File: config.mk
export PLATFORM = sky130hd
export DESIGN_NAME = rxf_formatter
export DESIGN_NICKNAME = d
export VERILOG_FILES = /design/src/rtl/rxf_pkg.sv /design/src/rtl/rxf_crc_byte.sv /design/src/rtl/rxf_admit.sv /design/src/rtl/rxf_formatter.sv
export SDC_FILE = /design/constraint.sdc
export NUM_CORES = 1
export LEC_CHECK = 0
export CORE_UTILIZATION = 65
export DETAILED_ROUTE_END_ITERATION = 8
export DONT_BUFFER_PORTS = 1
export PLACE_DENSITY = 0.92
export SETUP_SLACK_MARGIN = 0.05
export SYNTH_ARGS = -nofsm -noshare
export SYNTH_HDL_FRONTEND = slang
export SYNTH_SLANG_ARGS = --single-unit
File: constraint.sdc
create_clock -name clk -period 6.2 [get_ports clk]
set_input_delay 0.93 -clock clk [delete_from_list [all_inputs] [get_ports clk]]
set_output_delay 0.93 -clock clk [all_outputs]
set_load 0.02 [all_outputs]
File: src/rtl/rxf_pkg.sv
package rxf_pkg;
    typedef enum logic [2:0] {
        PH_IDLE  = 3'd0,
        PH_DATA  = 3'd1,
        PH_PAD   = 3'd2,
        PH_CRC   = 3'd3,
        PH_TRAIL = 3'd4,
        PH_HDR   = 3'd5,
        PH_PUSH  = 3'd6
    } phase_e;

    localparam int          HDR_BYTES   = 4;
    localparam int          OVERHEAD    = 6;
    localparam int          CRC_BYTES   = 4;
    localparam logic [7:0]  TAIL_ODD    = 8'h60;
    localparam logic [7:0]  TAIL_EVEN   = 8'h40;
    localparam logic [31:0] CRC_POLY    = 32'hEDB8_8320;
endpackage

File: src/rtl/rxf_crc_byte.sv
module rxf_crc_byte #(
    parameter logic [31:0] POLY = 32'hEDB8_8320
) (
    input  logic [31:0] crc_i,
    input  logic [7:0]  byte_i,
    output logic [31:0] crc_o
);
    logic [31:0] stage [0:8];

    assign stage[0] = crc_i;

    for (genvar b = 0; b < 8; b++) begin : g_bit
        assign stage[b+1] = (stage[b][0] ^ byte_i[b]) ? ((stage[b] >> 1) ^ POLY)
                                                      : (stage[b] >> 1);
    end

    assign crc_o = stage[8];
endmodule

File: src/rtl/rxf_admit.sv
module rxf_admit #(
    parameter int LEN_W      = 12,
    parameter int MIN_FRAME  = 64,
    parameter int MAX_STD    = 1518,
    parameter int PAGE_BYTES = 2048
) (
    input  logic [LEN_W-1:0] len_i,
    input  logic             enable_i,
    input  logic             soft_reset_i,
    input  logic             strip_crc_i,
    input  logic             free_i,
    output logic             accept_o,
    output logic [15:0]      size_o,
    output logic [15:0]      status_o
);
    import rxf_pkg::*;

    localparam int SZ_W = LEN_W + 2;

    logic [SZ_W-1:0] base, full;
    logic            fits, too_long;

    always_comb begin
        if (len_i < LEN_W'(MIN_FRAME))
            base = SZ_W'(MIN_FRAME);
        else
            base = SZ_W'({len_i[LEN_W-1:1], 1'b0});
        full     = base + SZ_W'(OVERHEAD) + (strip_crc_i ? SZ_W'(0) : SZ_W'(CRC_BYTES));
        fits     = (full <= SZ_W'(PAGE_BYTES));
        too_long = (len_i > LEN_W'(MAX_STD));
        accept_o = enable_i && !soft_reset_i && fits && free_i;
        size_o   = 16'(full);
        status_o = {3'b000, len_i[0], too_long, 11'b0};
    end
endmodule

File: src/rtl/rxf_formatter.sv
module rxf_formatter #(
    parameter int LEN_W     = 12,
    parameter int PAGE_W    = 2,
    parameter int ADDR_W    = 11,
    parameter int MIN_FRAME = 64,
    parameter int MAX_STD   = 1518
) (
    input  logic              clk,
    input  logic              rst_n,
    input  logic              rx_enable,
    input  logic              rx_soft_reset,
    input  logic              rx_strip_crc,
    input  logic              frm_start,
    input  logic [LEN_W-1:0]  frm_len,
    input  logic              in_valid,
    input  logic [7:0]        in_data,
    input  logic              alloc_free,
    input  logic [PAGE_W-1:0] alloc_page,
    output logic              alloc_take,
    output logic              wr_en,
    output logic [PAGE_W-1:0] wr_page,
    output logic [ADDR_W-1:0] wr_addr,
    output logic [7:0]        wr_data,
    output logic              push_valid,
    output logic [PAGE_W-1:0] push_page,
    output logic              rcv_int_set,
    output logic              idle
);
    import rxf_pkg::*;

    localparam int PAGE_BYTES = 1 << ADDR_W;
    localparam int PAD_LAST   = HDR_BYTES + MIN_FRAME - 1;

    typedef struct packed {
        phase_e            ph;
        logic [ADDR_W-1:0] addr;
        logic [PAGE_W-1:0] page;
        logic [LEN_W-1:0]  len;
        logic [LEN_W-1:0]  idx;
        logic [7:0]        odd_byte;
        logic [31:0]       crc;
        logic [15:0]       size;
        logic [15:0]       status;
        logic              keep_crc;
        logic [1:0]        sub;
    } st_t;

    st_t q, d;

    logic        adm_accept;
    logic [15:0] adm_size, adm_status;
    logic [7:0]  crc_byte;
    logic [31:0] crc_next, crc_final;
    logic        is_short, is_last, tail_odd;

    rxf_admit #(
        .LEN_W     (LEN_W),
        .MIN_FRAME (MIN_FRAME),
        .MAX_STD   (MAX_STD),
        .PAGE_BYTES(PAGE_BYTES)
    ) u_admit (
        .len_i       (frm_len),
        .enable_i    (rx_enable),
        .soft_reset_i(rx_soft_reset),
        .strip_crc_i (rx_strip_crc),
        .free_i      (alloc_free),
        .accept_o    (adm_accept),
        .size_o      (adm_size),
        .status_o    (adm_status)
    );

    rxf_crc_byte #(.POLY(CRC_POLY)) u_crc (
        .crc_i (q.crc),
        .byte_i(crc_byte),
        .crc_o (crc_next)
    );

    always_comb begin
        d           = q;
        alloc_take  = 1'b0;
        wr_en       = 1'b0;
        wr_addr     = q.addr;
        wr_data     = 8'h00;
        push_valid  = 1'b0;
        crc_byte    = 8'h00;
        crc_final   = ~q.crc;
        is_short    = (q.len < LEN_W'(MIN_FRAME));
        is_last     = (q.idx == q.len - LEN_W'(1));
        tail_odd    = q.len[0] && !is_short;

        case (q.ph)
            PH_IDLE: begin
                if (frm_start && adm_accept) begin
                    alloc_take = 1'b1;
                    d.page     = alloc_page;
                    d.len      = frm_len;
                    d.idx      = '0;
                    d.addr     = ADDR_W'(HDR_BYTES);
                    d.crc      = '1;
                    d.size     = adm_size;
                    d.status   = adm_status;
                    d.keep_crc = !rx_strip_crc;
                    d.sub      = '0;
                    d.ph       = (frm_len == '0) ? PH_PAD : PH_DATA;
                end
            end
            PH_DATA: begin
                crc_byte = in_data;
                if (in_valid) begin
                    d.crc = crc_next;
                    d.idx = q.idx + LEN_W'(1);
                    if (is_last && tail_odd) begin
                        d.odd_byte = in_data;
                    end else begin
                        wr_en   = 1'b1;
                        wr_data = in_data;
                        d.addr  = q.addr + ADDR_W'(1);
                    end
                    if (is_last) begin
                        if (is_short)
                            d.ph = PH_PAD;
                        else
                            d.ph = q.keep_crc ? PH_CRC : PH_TRAIL;
                    end
                end
            end
            PH_PAD: begin
                wr_en  = 1'b1;
                d.crc  = crc_next;
                d.addr = q.addr + ADDR_W'(1);
                if (q.addr == ADDR_W'(PAD_LAST))
                    d.ph = q.keep_crc ? PH_CRC : PH_TRAIL;
            end
            PH_CRC: begin
                wr_en   = 1'b1;
                wr_data = crc_final[{q.sub, 3'b000} +: 8];
                d.addr  = q.addr + ADDR_W'(1);
                d.sub   = q.sub + 2'd1;
                if (q.sub == 2'd3)
                    d.ph = PH_TRAIL;
            end
            PH_TRAIL: begin
                wr_en = 1'b1;
                if (q.sub == 2'd0) begin
                    wr_data = tail_odd ? q.odd_byte : 8'h00;
                    d.addr  = q.addr + ADDR_W'(1);
                    d.sub   = 2'd1;
                end else begin
                    wr_data = tail_odd ? TAIL_ODD : TAIL_EVEN;
                    d.sub   = 2'd0;
                    d.ph    = PH_HDR;
                end
            end
            PH_HDR: begin
                wr_en   = 1'b1;
                wr_addr = ADDR_W'(q.sub);
                case (q.sub)
                    2'd0:    wr_data = q.status[7:0];
                    2'd1:    wr_data = q.status[15:8];
                    2'd2:    wr_data = q.size[7:0];
                    default: wr_data = q.size[15:8];
                endcase
                d.sub = q.sub + 2'd1;
                if (q.sub == 2'd3)
                    d.ph = PH_PUSH;
            end
            PH_PUSH: begin
                push_valid = 1'b1;
                d.ph       = PH_IDLE;
            end
            default: d.ph = PH_IDLE;
        endcase
    end

    always_ff @(posedge clk) begin
        if (!rst_n)
            q <= '0;
        else
            q <= d;
    end

    assign wr_page     = q.page;
    assign push_page   = q.page;
    assign rcv_int_set = push_valid;
    assign idle        = (q.ph == PH_IDLE);

    AST_TAKE_GATED: assert property (@(posedge clk) disable iff (!rst_n)
        alloc_take |-> (rx_enable && !rx_soft_reset));
    AST_TAKE_FREE: assert property (@(posedge clk) disable iff (!rst_n)
        alloc_take |-> alloc_free);
    AST_WR_IN_SIZE: assert property (@(posedge clk) disable iff (!rst_n)
        wr_en |-> (16'(wr_addr) < q.size));
    AST_PUSH_AFTER_HDR: assert property (@(posedge clk) disable iff (!rst_n)
        push_valid |-> $past(wr_en && (wr_addr == ADDR_W'(3))));
    AST_PAGE_HELD: assert property (@(posedge clk) disable iff (!rst_n)
        (!idle && $past(!idle)) |-> $stable(wr_page));
endmodule

==> results of run 1 <==
==> report_power, final <==
part	total (mW)	internal [mW]	switching, mW
clock network	0.464	0.228	0.236
logic	0.118	0.0522	0.0659
registers	0.637	0.629	0.00794
total	1.22	0.909	0.310
==> layer usage <==
metal,up-vias,GRT usage (%),wire length (um)
li1,2814,-,-
met1,2993,43.7,7500
met2,338,55.5,8590
met3,77,6.08,1490
met4,0,16.4,836
met5,-,0,0
==> final timing paths <==
kind | start | endpoint | depth (start not counted) | slack, ns
setup / recovery | frm_len[7] | alloc_take | 13 | 1.06
hold / removal | q[25] | q[25] | 2 | 0.48
setup reg to reg | q[112] | q[58] | 10 | 2.11
hold reg to reg | q[25] | q[25] | 2 | 0.48
==> Yosys cell counts, types with 8 or more instances <==
cell,count,area (um^2)
buf_2,10,50.1
a311oi_1,9,78.8
nand3_1,20,100
a21oi_1,29,145
and2_1,11,68.8
o221a_2,20,225
inv_1,19,71.3
mux2i_1,32,320
nor2_1,83,312
o22ai_1,11,68.8
ha_1,10,125
or3_1,11,68.8
nor3_1,9,45.0
o211ai_1,9,67.6
xor2_1,43,377
xnor2_1,72,631
o21ai_0,25,125
nand2_1,85,319
buf_4,9,67.6
clkbuf_1,37,139
and3_1,16,100
nor4_1,9,56.3
mux4_2,8,180
dfxtp_1,97,1940
a22oi_1,9,67.6
a31oi_1,14,87.6
==> sequential cells by signal (all words and copies together), names as in the netlist <==
register and count:
q 95, push_page 2
==> critical path, cell delays in order <==
cell,delay (ns)
nor2_1,0.12
nand3_1,0.18
nand2_1,0.15
ha_1,0.36
or3b_4,0.43
o22a_1,0.22
a211o_1,0.38
o311a_1,0.14
or4_4,0.55
o31ai_4,0.33
nand3_2,0.12
inv_1,0.14
buf_4,0.16
==> metrics by stage <==
stage	util (%)	cells	power (mW)
2_1_floorplan	-	812	0.761
3_3_place_gp	66.8	887	0.762
3_5_place_dp	66.8	887	0.765
4_1_cts	69.0	903	1.22
5_1_grt	69.0	903	1.26
6_report	69.0	903	1.22
==> logic make-up after synthesis <==
family / synth area share (%)
compound gates: 19.8
fa+ha+maj: 1.85
mux: 7.58
xor+xnor: 14.9
flops: 28.8
buf+inv: 6.37
simple gates: 20.7
==> final cells by class <==
class                           count  share of cell area [%]
Sequential cell                    97                    28.4
Tap cell                          133                    2.44
Clock buffer                        9                    1.81
Inverter                           22                    1.21
Clock inverter                      7                    1.35
Timing Repair Buffer                6                   0.659
Multi-Input combinational cell    629                    64.1
==> out/results.tsv, run 1 <==
metric	value	unit
placed_area	6620	um^2
diodes	0	
core_area	9910	um^2
hold_viol_final	0	
mostFrequentLayoutCell	dfxtp_1	
skew	0.0136	ns
layout_common_cells	97 x dfxtp_1, 85 x nand2_1, 82 x nor2_1, 72 x xnor2_1, 43 x xor2_1	
design.die.area	10800	um^2
fin_ws	1.06	ns
die_y	104	um
maxSlewViolCount	0	
whs	0.482	ns
yosysSeqAreaShare	28.8	%
numCtsBuffers	9	
async_flop_share	0	%
crit_required	5.27	ns
ys_seq_elements	97	
ys.flop_type	dfxtp_1	
synth_edf_count	0	
finalCritPeriodShare	82.8	%
drv_cap	0	
cts_tree	done	
io_pins	58	
globalplace.congestion	0.907	
fill_cells	798	
grt_pass1_wl	29.9	mm
cts_buffer_depth	2	
ys_warn_count	0	
dieWidth	104	um
powerDensity	178	nW/um^2
grt_start_max_net_pins	51	
cp_data_arrival_time	4.21	ns
drive_above_1_share	8.83	%
grt_use_total	34.1	%
rsz0062_at_grt	no	
postLayoutCellArea	6830	um^2
via_per_inst	6.89	
hp-class	flop to flop	
cts_hold_buf	0	
fin_nets	805	
drt_iter0_markers	695	
netlist_area	6750	um^2
ant_nets	0	
root_buffer	clkbuf_8	
start_util	68.1	%
wl_per_cell	20.4	um
timing.fmax	195	MHz
critical_path_class	input pin to output port	
grt_overflow	0	
crit_fanout	10	
post-dp-hpwl	12.8	mm
run_status	complete, no violations	
post_cts_buffers	0	
synth_area_per_cell	8.31	um^2
p_leak	2.73	nW
first_global_vias	5888	
cts_resized	0	
multi_input_area	4380	um^2
clkTransAtPathRegs	0.09	ns
io_buffers	0	
syn2layout_area_growth	1.22	%
detail_route.drc_violations	0	
peakVddDrop	0.146	mV
dpl_worst_slack	1.13	ns
setup-tns-final	0	ns
tightestPinTransition	0.952	ns
start_kind	input pin	
end_kind	output port	
clk_latency	0.38	ns
drt-total-wl	18.4	mm
clock-sinks	97	
setup_viol	0	
slew_headroom	36.0	%
syn-num-nets	852	
antenna_found_initial	0	
rows	36	
min_period	5.14	ns
htree_num_levels	3	
ff_latch_area	1940	um^2
synth_cell_types	70	
first_pass_iters	6	
synth_cells	812	
vias	6222	
No activity file was read; power rests on OpenSTA's default activity.
==> run 2, diff against run 1 <==
--- a/config.mk
+++ b/config.mk
@@ -5,6 +5,7 @@
 export SDC_FILE = /design/constraint.sdc
 export NUM_CORES = 1
 export LEC_CHECK = 0
+export ABC_AREA = 1
 export CORE_UTILIZATION = 65
 export DETAILED_ROUTE_END_ITERATION = 8
 export DONT_BUFFER_PORTS = 1
==> constraint.sdc (replaced) <==
create_clock -name clk -period 4.9 [get_ports clk]
set_input_delay 0.735 -clock clk [delete_from_list [all_inputs] [get_ports clk]]
set_output_delay 0.735 -clock clk [all_outputs]
set_load 0.02 [all_outputs]
==> out/results.tsv, run 2 <==
metric	value	unit
postLayoutCellArea	7230	um^2
synth_cell_types	48	
cts_buffer_depth	2	
drive_above_1_share	4.55	%
globalplace.congestion	0.970	
cts_resized	0	
timing.fmax	242	MHz
power.total	1.50	mW
dpl_worst_slack	0.780	ns
stdcell_count	1258	
hold_path_depth	2	
rows	37	
detail_route.drc_violations	0	
synthTopCellsByCount	287 x nand2_1, 153 x nor2_1, 133 x inv_1, 97 x dfxtp_1, 86 x a21oi_1	
cts_tree	done	
synth_cells	1146	
skew	0.0186	ns
start_util	67.7	%
whs	0.458	ns
min_period	4.14	ns
synth_top_cell_by_area	dfxtp_1	
rsz0062_at_grt	no	
cts_hold_buf	0	
numCtsBuffers	9	
clock-sinks	97	
yosysSeqAreaShare	27.4	%
ant_nets	0	
async_flop_share	0	%
maxSlewViolCount	0	
crit_required	4.16	ns
mostFrequentLayoutCell	nand2_1	
fill_cells	963	
routed-wl-met2	8.18	mm
wl_met1	7.91	mm
ys_warn_count	0	
highest_layer	met4	
design.die.area	11300	um^2
p_leak	3.35	nW
drv_cap	0	
diodes	0	
wl_per_cell	14.4	um
hold_viol_final	0	
yosysMostFrequentCell	nand2_1	
tightestPinTransition	1.09	ns
antenna_found_initial	0	
layout_common_cells	287 x nand2_1, 153 x nor2_1, 133 x inv_1, 97 x dfxtp_1, 86 x a21oi_1	
setup_viol	0	
wl_met3	1.78	mm
drt-total-wl	18.2	mm
peakVddDrop	0.193	mV
grt_overflow	0	
grt_use_total	33.5	%
grt_start_max_net_pins	65	
dp_cells	1242	
hp-class	input pin to flop	
cp_data_arrival_time	3.40	ns
die_y	106	um
clk_latency	0.40	ns
grt_pass1_wl	30.6	mm
run_status	complete, no violations	
setup-tns-final	0	ns
synth_top_area_share	27.4	%
ff2ff_setup_slack	1.67	ns
vias	7242	
ys.flop_type	dfxtp_1	
fin_nets	1157	
post-dp-hpwl	12.9	mm
worstRegToRegCells	12	
synth_area_leaders	dfxtp_1 27%, nand2_1 15%, nor2_1 8.1%	
first_pass_iters	5	
syn-num-nets	1186	
first_global_vias	6631	
dieWidth	106	um
syn2layout_area_growth	2.01	%
post_cts_buffers	0	
drt_iter0_markers	700	
crit_fanout	28	
start_kind	input pin	
finalCritPeriodShare	84.5	%
placed_area	7050	um^2
netlist_area	7090	um^2
critical_path_class	input pin to output port	
synth_edf_count	0	
synth_area_per_cell	6.18	um^2
root_buffer	clkbuf_8	
end_kind	output port	
final_util	69.1	%
core_area	10500	um^2
io_pins	58	
io_buffers	0	
via_per_inst	5.76	
slew_headroom	27.1	%
regMostFlops	q	
ys_seq_elements	97	
powerDensity	207	nW/um^2
fin_ws	0.762	ns
htree_num_levels	3	
clkTransAtPathRegs	0.11	ns
largest_register_ffs	95	
[run 2: changes by cell type after synthesis, moves of 18 or more]
cell	before	now
a21oi_1	29	86
nand3_1	20	65
o221a_2	20	0
xor2_1	43	63
o21ai_0	25	78
nor2_1	83	153
nand2_1	85	287
clkbuf_1	37	19
mux2i_1	32	0
inv_1	19	133
xnor2_1	72	18
[run 2: cell type report]
cell class | instances | area [um^2] | area share (%)
well taps | 136 | 170 | 2.35
clock inverters | 7 | 60.1 | 0.831
clock buffers | 9 | 124 | 1.71
repair buffers | 8 | 60.1 | 0.831
flip-flops and latches | 97 | 1940 | 26.9
multi-input cells | 861 | 4340 | 60.1
inverters | 140 | 531 | 7.34
[run 2: path summary, 6_finish.rpt]
check | from | endpoint
setup / recovery | frm_len[11] | alloc_take
hold / removal | rst_n | q[75]
setup reg to reg | q[114] | q[112]
hold reg to reg | q[31] | q[31]
[run 2: critical path: stages]
cell	delay (ns)
nor2_1	0.11
nand3_2	0.23
nand2_1	0.18
ha_1	0.17
inv_1	0.08
nand3_1	0.14
nand2_1	0.07
inv_1	0.05
ha_1	0.24
or3_1	0.34
nor2_1	0.10
nand2_1	0.06
nor2_1	0.10
nand2_1	0.06
nor2_1	0.09
nand2_1	0.07
nand2_2	0.10
nand2_4	0.09
inv_2	0.10
nand2_4	0.06
clkinv_4	0.22
[run 2: kinds of logic after synthesis]
kind of cell             after synthesis  synth area share, %
XOR/XNOR                              82                 10.2
adder cells (fa/ha/maj)               10                 1.77
AO/OA/AOI/OAI                        200                 15.2
buffers and inverters                188                 11.3
AND/OR/NAND/NOR                      569                 34.1
flip-flops                            97                 27.4
[run 2: where the power goes]
part | switching (mW) | internal (mW) | leakage (nW)
Sequential | 0.00936 | 0.799 | 0.783
Combinational | 0.114 | 0.0596 | 2.47
Clock | 0.320 | 0.194 | 0.0961
Total | 0.443 | 1.05 | 3.35
[run 2: metal layers]
layer,vias to the layer above,track usage (%)
met5,-,0
met4,0,10.8
met3,33,6.99
met2,343,53.9
met1,3266,44.6
li1,3600,-
==> run 3, diff against run 2 <==
==> constraint.sdc (replaced) <==
create_clock -name clk -period 4.2 [get_ports clk]
set_input_delay 0.63 -clock clk [delete_from_list [all_inputs] [get_ports clk]]
set_output_delay 0.63 -clock clk [all_outputs]
set_load 0.02 [all_outputs]
==> out/results.tsv, run 3 (synthesis gave the netlist of run 2 again) <==
metric	value	unit
drive_above_1_share	4.80	%
grt_start_max_net_pins	65	
start_util	67.7	%
power.share.sequential	49.5	%
p_comb_share	10.6	%
whs	0.377	ns
fin_nets	1160	
wl_per_cell	14.5	um
crit_required	3.57	ns
crit_chain	nor2_1 -> nand3_2 -> nand2_1 -> ha_1 -> inv_1 -> nand3_1 -> nand2_1 -> inv_1 -> ha_1 -> or3_1 -> nor2_1 -> nand2_1 -> nor2_1 -> nand2_1 -> nor2_1 -> nand2_1 -> nand2_2 -> nand2_4 -> inv_2 -> nand2_4 -> clkinv_4	
htree_num_levels	3	
rsz0062_at_grt	no	
end_kind	output port	
first_global_vias	6426	
layout_common_cells	287 x nand2_1, 153 x nor2_1, 133 x inv_1, 97 x dfxtp_1, 86 x a21oi_1	
io_pins	58	
hold_path_depth	2	
numCtsBuffers	9	
cp_common_cell	nand2_1	
min_period	3.76	ns
design.die.area	11300	um^2
diodes	0	
grt_use_met3	6.07	%
finalCritPeriodShare	89.4	%
cpPeakStageDelay	0.35	ns
ant_nets	0	
core_area	10500	um^2
post-dp-hpwl	12.8	mm
final_util	69.9	%
slew_headroom	27.2	%
skew	0.00933	ns
cts_tree	done	
p_leak	3.40	nW
hold_viol_final	0	
cp_num_buf_inv	4	
die_y	106	um
root_buffer	clkbuf_8	
detail_route.drc_violations	0	
dieWidth	106	um
setup-tns-final	0	ns
vias	7323	
drt_iter0_markers	700	
io_buffers	0	
peakVddDrop	0.185	mV
stdcell_count	1261	
timing.fmax	266	MHz
critPathTopFamily	simple AND/OR/NAND/NOR gates	
dp_cells	1245	
start_kind	input pin	
syn2layout_area_growth	3.16	%
via_per_inst	5.81	
critical_path_class	input pin to output port	
rows	37	
largest_register_ffs	95	
p_int	1.41	mW
grt_use_met1	44.7	%
worstRegToRegCells	14	
first_pass_iters	6	
cp.depth	21	
crit_fanout	28	
drv_cap	0	
cp_slowest_cell	or3_1	
power.total	1.90	mW
regMostFlops	q	
grt_pass1_wl	29.9	mm
use_met2	51.0	%
clock-sinks	97	
top_usage_layer	met2	
grt_use_total	32.7	%
cp_data_arrival_time	3.13	ns
setup_viol	0	
clkTransAtPathRegs	0.10	ns
p_sw_share	25.9	%
switchingPower	494	uW
mostFrequentLayoutCell	nand2_1	
hp-class	input pin to flop	
globalplace.congestion	0.957	
cts_hold_buf	0	
clk_latency	0.39	ns
post_cts_buffers	0	
antenna_found_initial	0	
maxSlewViolCount	0	
drt-total-wl	18.2	mm
cts_buffer_depth	2	
grt_overflow	0	
run_status	complete, no violations	
cts_resized	0	
pwr-share-clk	39.9	%
tightestPinTransition	1.09	ns
powerDensity	261	nW/um^2
## run 3: changes by cell type in the layout (fill, tap and decap cells not counted), sizes merged
cell    delta
inv        -3
clkinv     -1
buf        +3
clkbuf     +1
bufinv     +3
## run 3: path summary, 6_finish.rpt
kind	endpoint	start	slack [ns]
max	alloc_take	frm_len[6]	0.44
max reg2reg	q[62]	q[113]	0.98
min	q[70]	in_data[3]	0.38
min reg2reg	q[31]	q[31]	0.47
## run 3: cell type report
| cell class | count | area, um^2 |
|---|---|---|
| Clock buffer | 10 | 138 |
| Clock inverter | 6 | 105 |
| Fill cell | 946 | 3150 |
| Inverter | 140 | 531 |
| Multi-Input combinational cell | 861 | 4340 |
| Sequential cell | 97 | 1940 |
| Tap cell | 136 | 170 |
| Timing Repair Buffer | 11 | 82.6 |
## run 3: metrics by stage
stage | cell area (um^2) | setup WS (ns)
floorplan | 7090 | 0.378
global placement | 7070 | 0.527
detailed placement | 7070 | 0.352
CTS | 7310 | 0.474
global route | 7310 | 0.199
finish | 7310 | 0.444
## run 3: routing by layer
metal  share of wire, %  up-vias  routed length, um
met5                  0        -                  0
met4                2.2        0                399
met3                9.3       38               1690
met2                 45      330               8150
met1                 44     3351               8010
li1                   -     3604                  -
## run 3: power groups by stage
stage,combinational [mW],sequential [mW],clock (mW)
2_1_floorplan,0.177,0.961,0
3_3_place_gp,0.191,0.964,0
4_1_cts,0.198,0.943,0.759
6_report,0.201,0.943,0.761
3_5_place_dp,0.197,0.964,0
5_1_grt,0.227,0.944,0.798
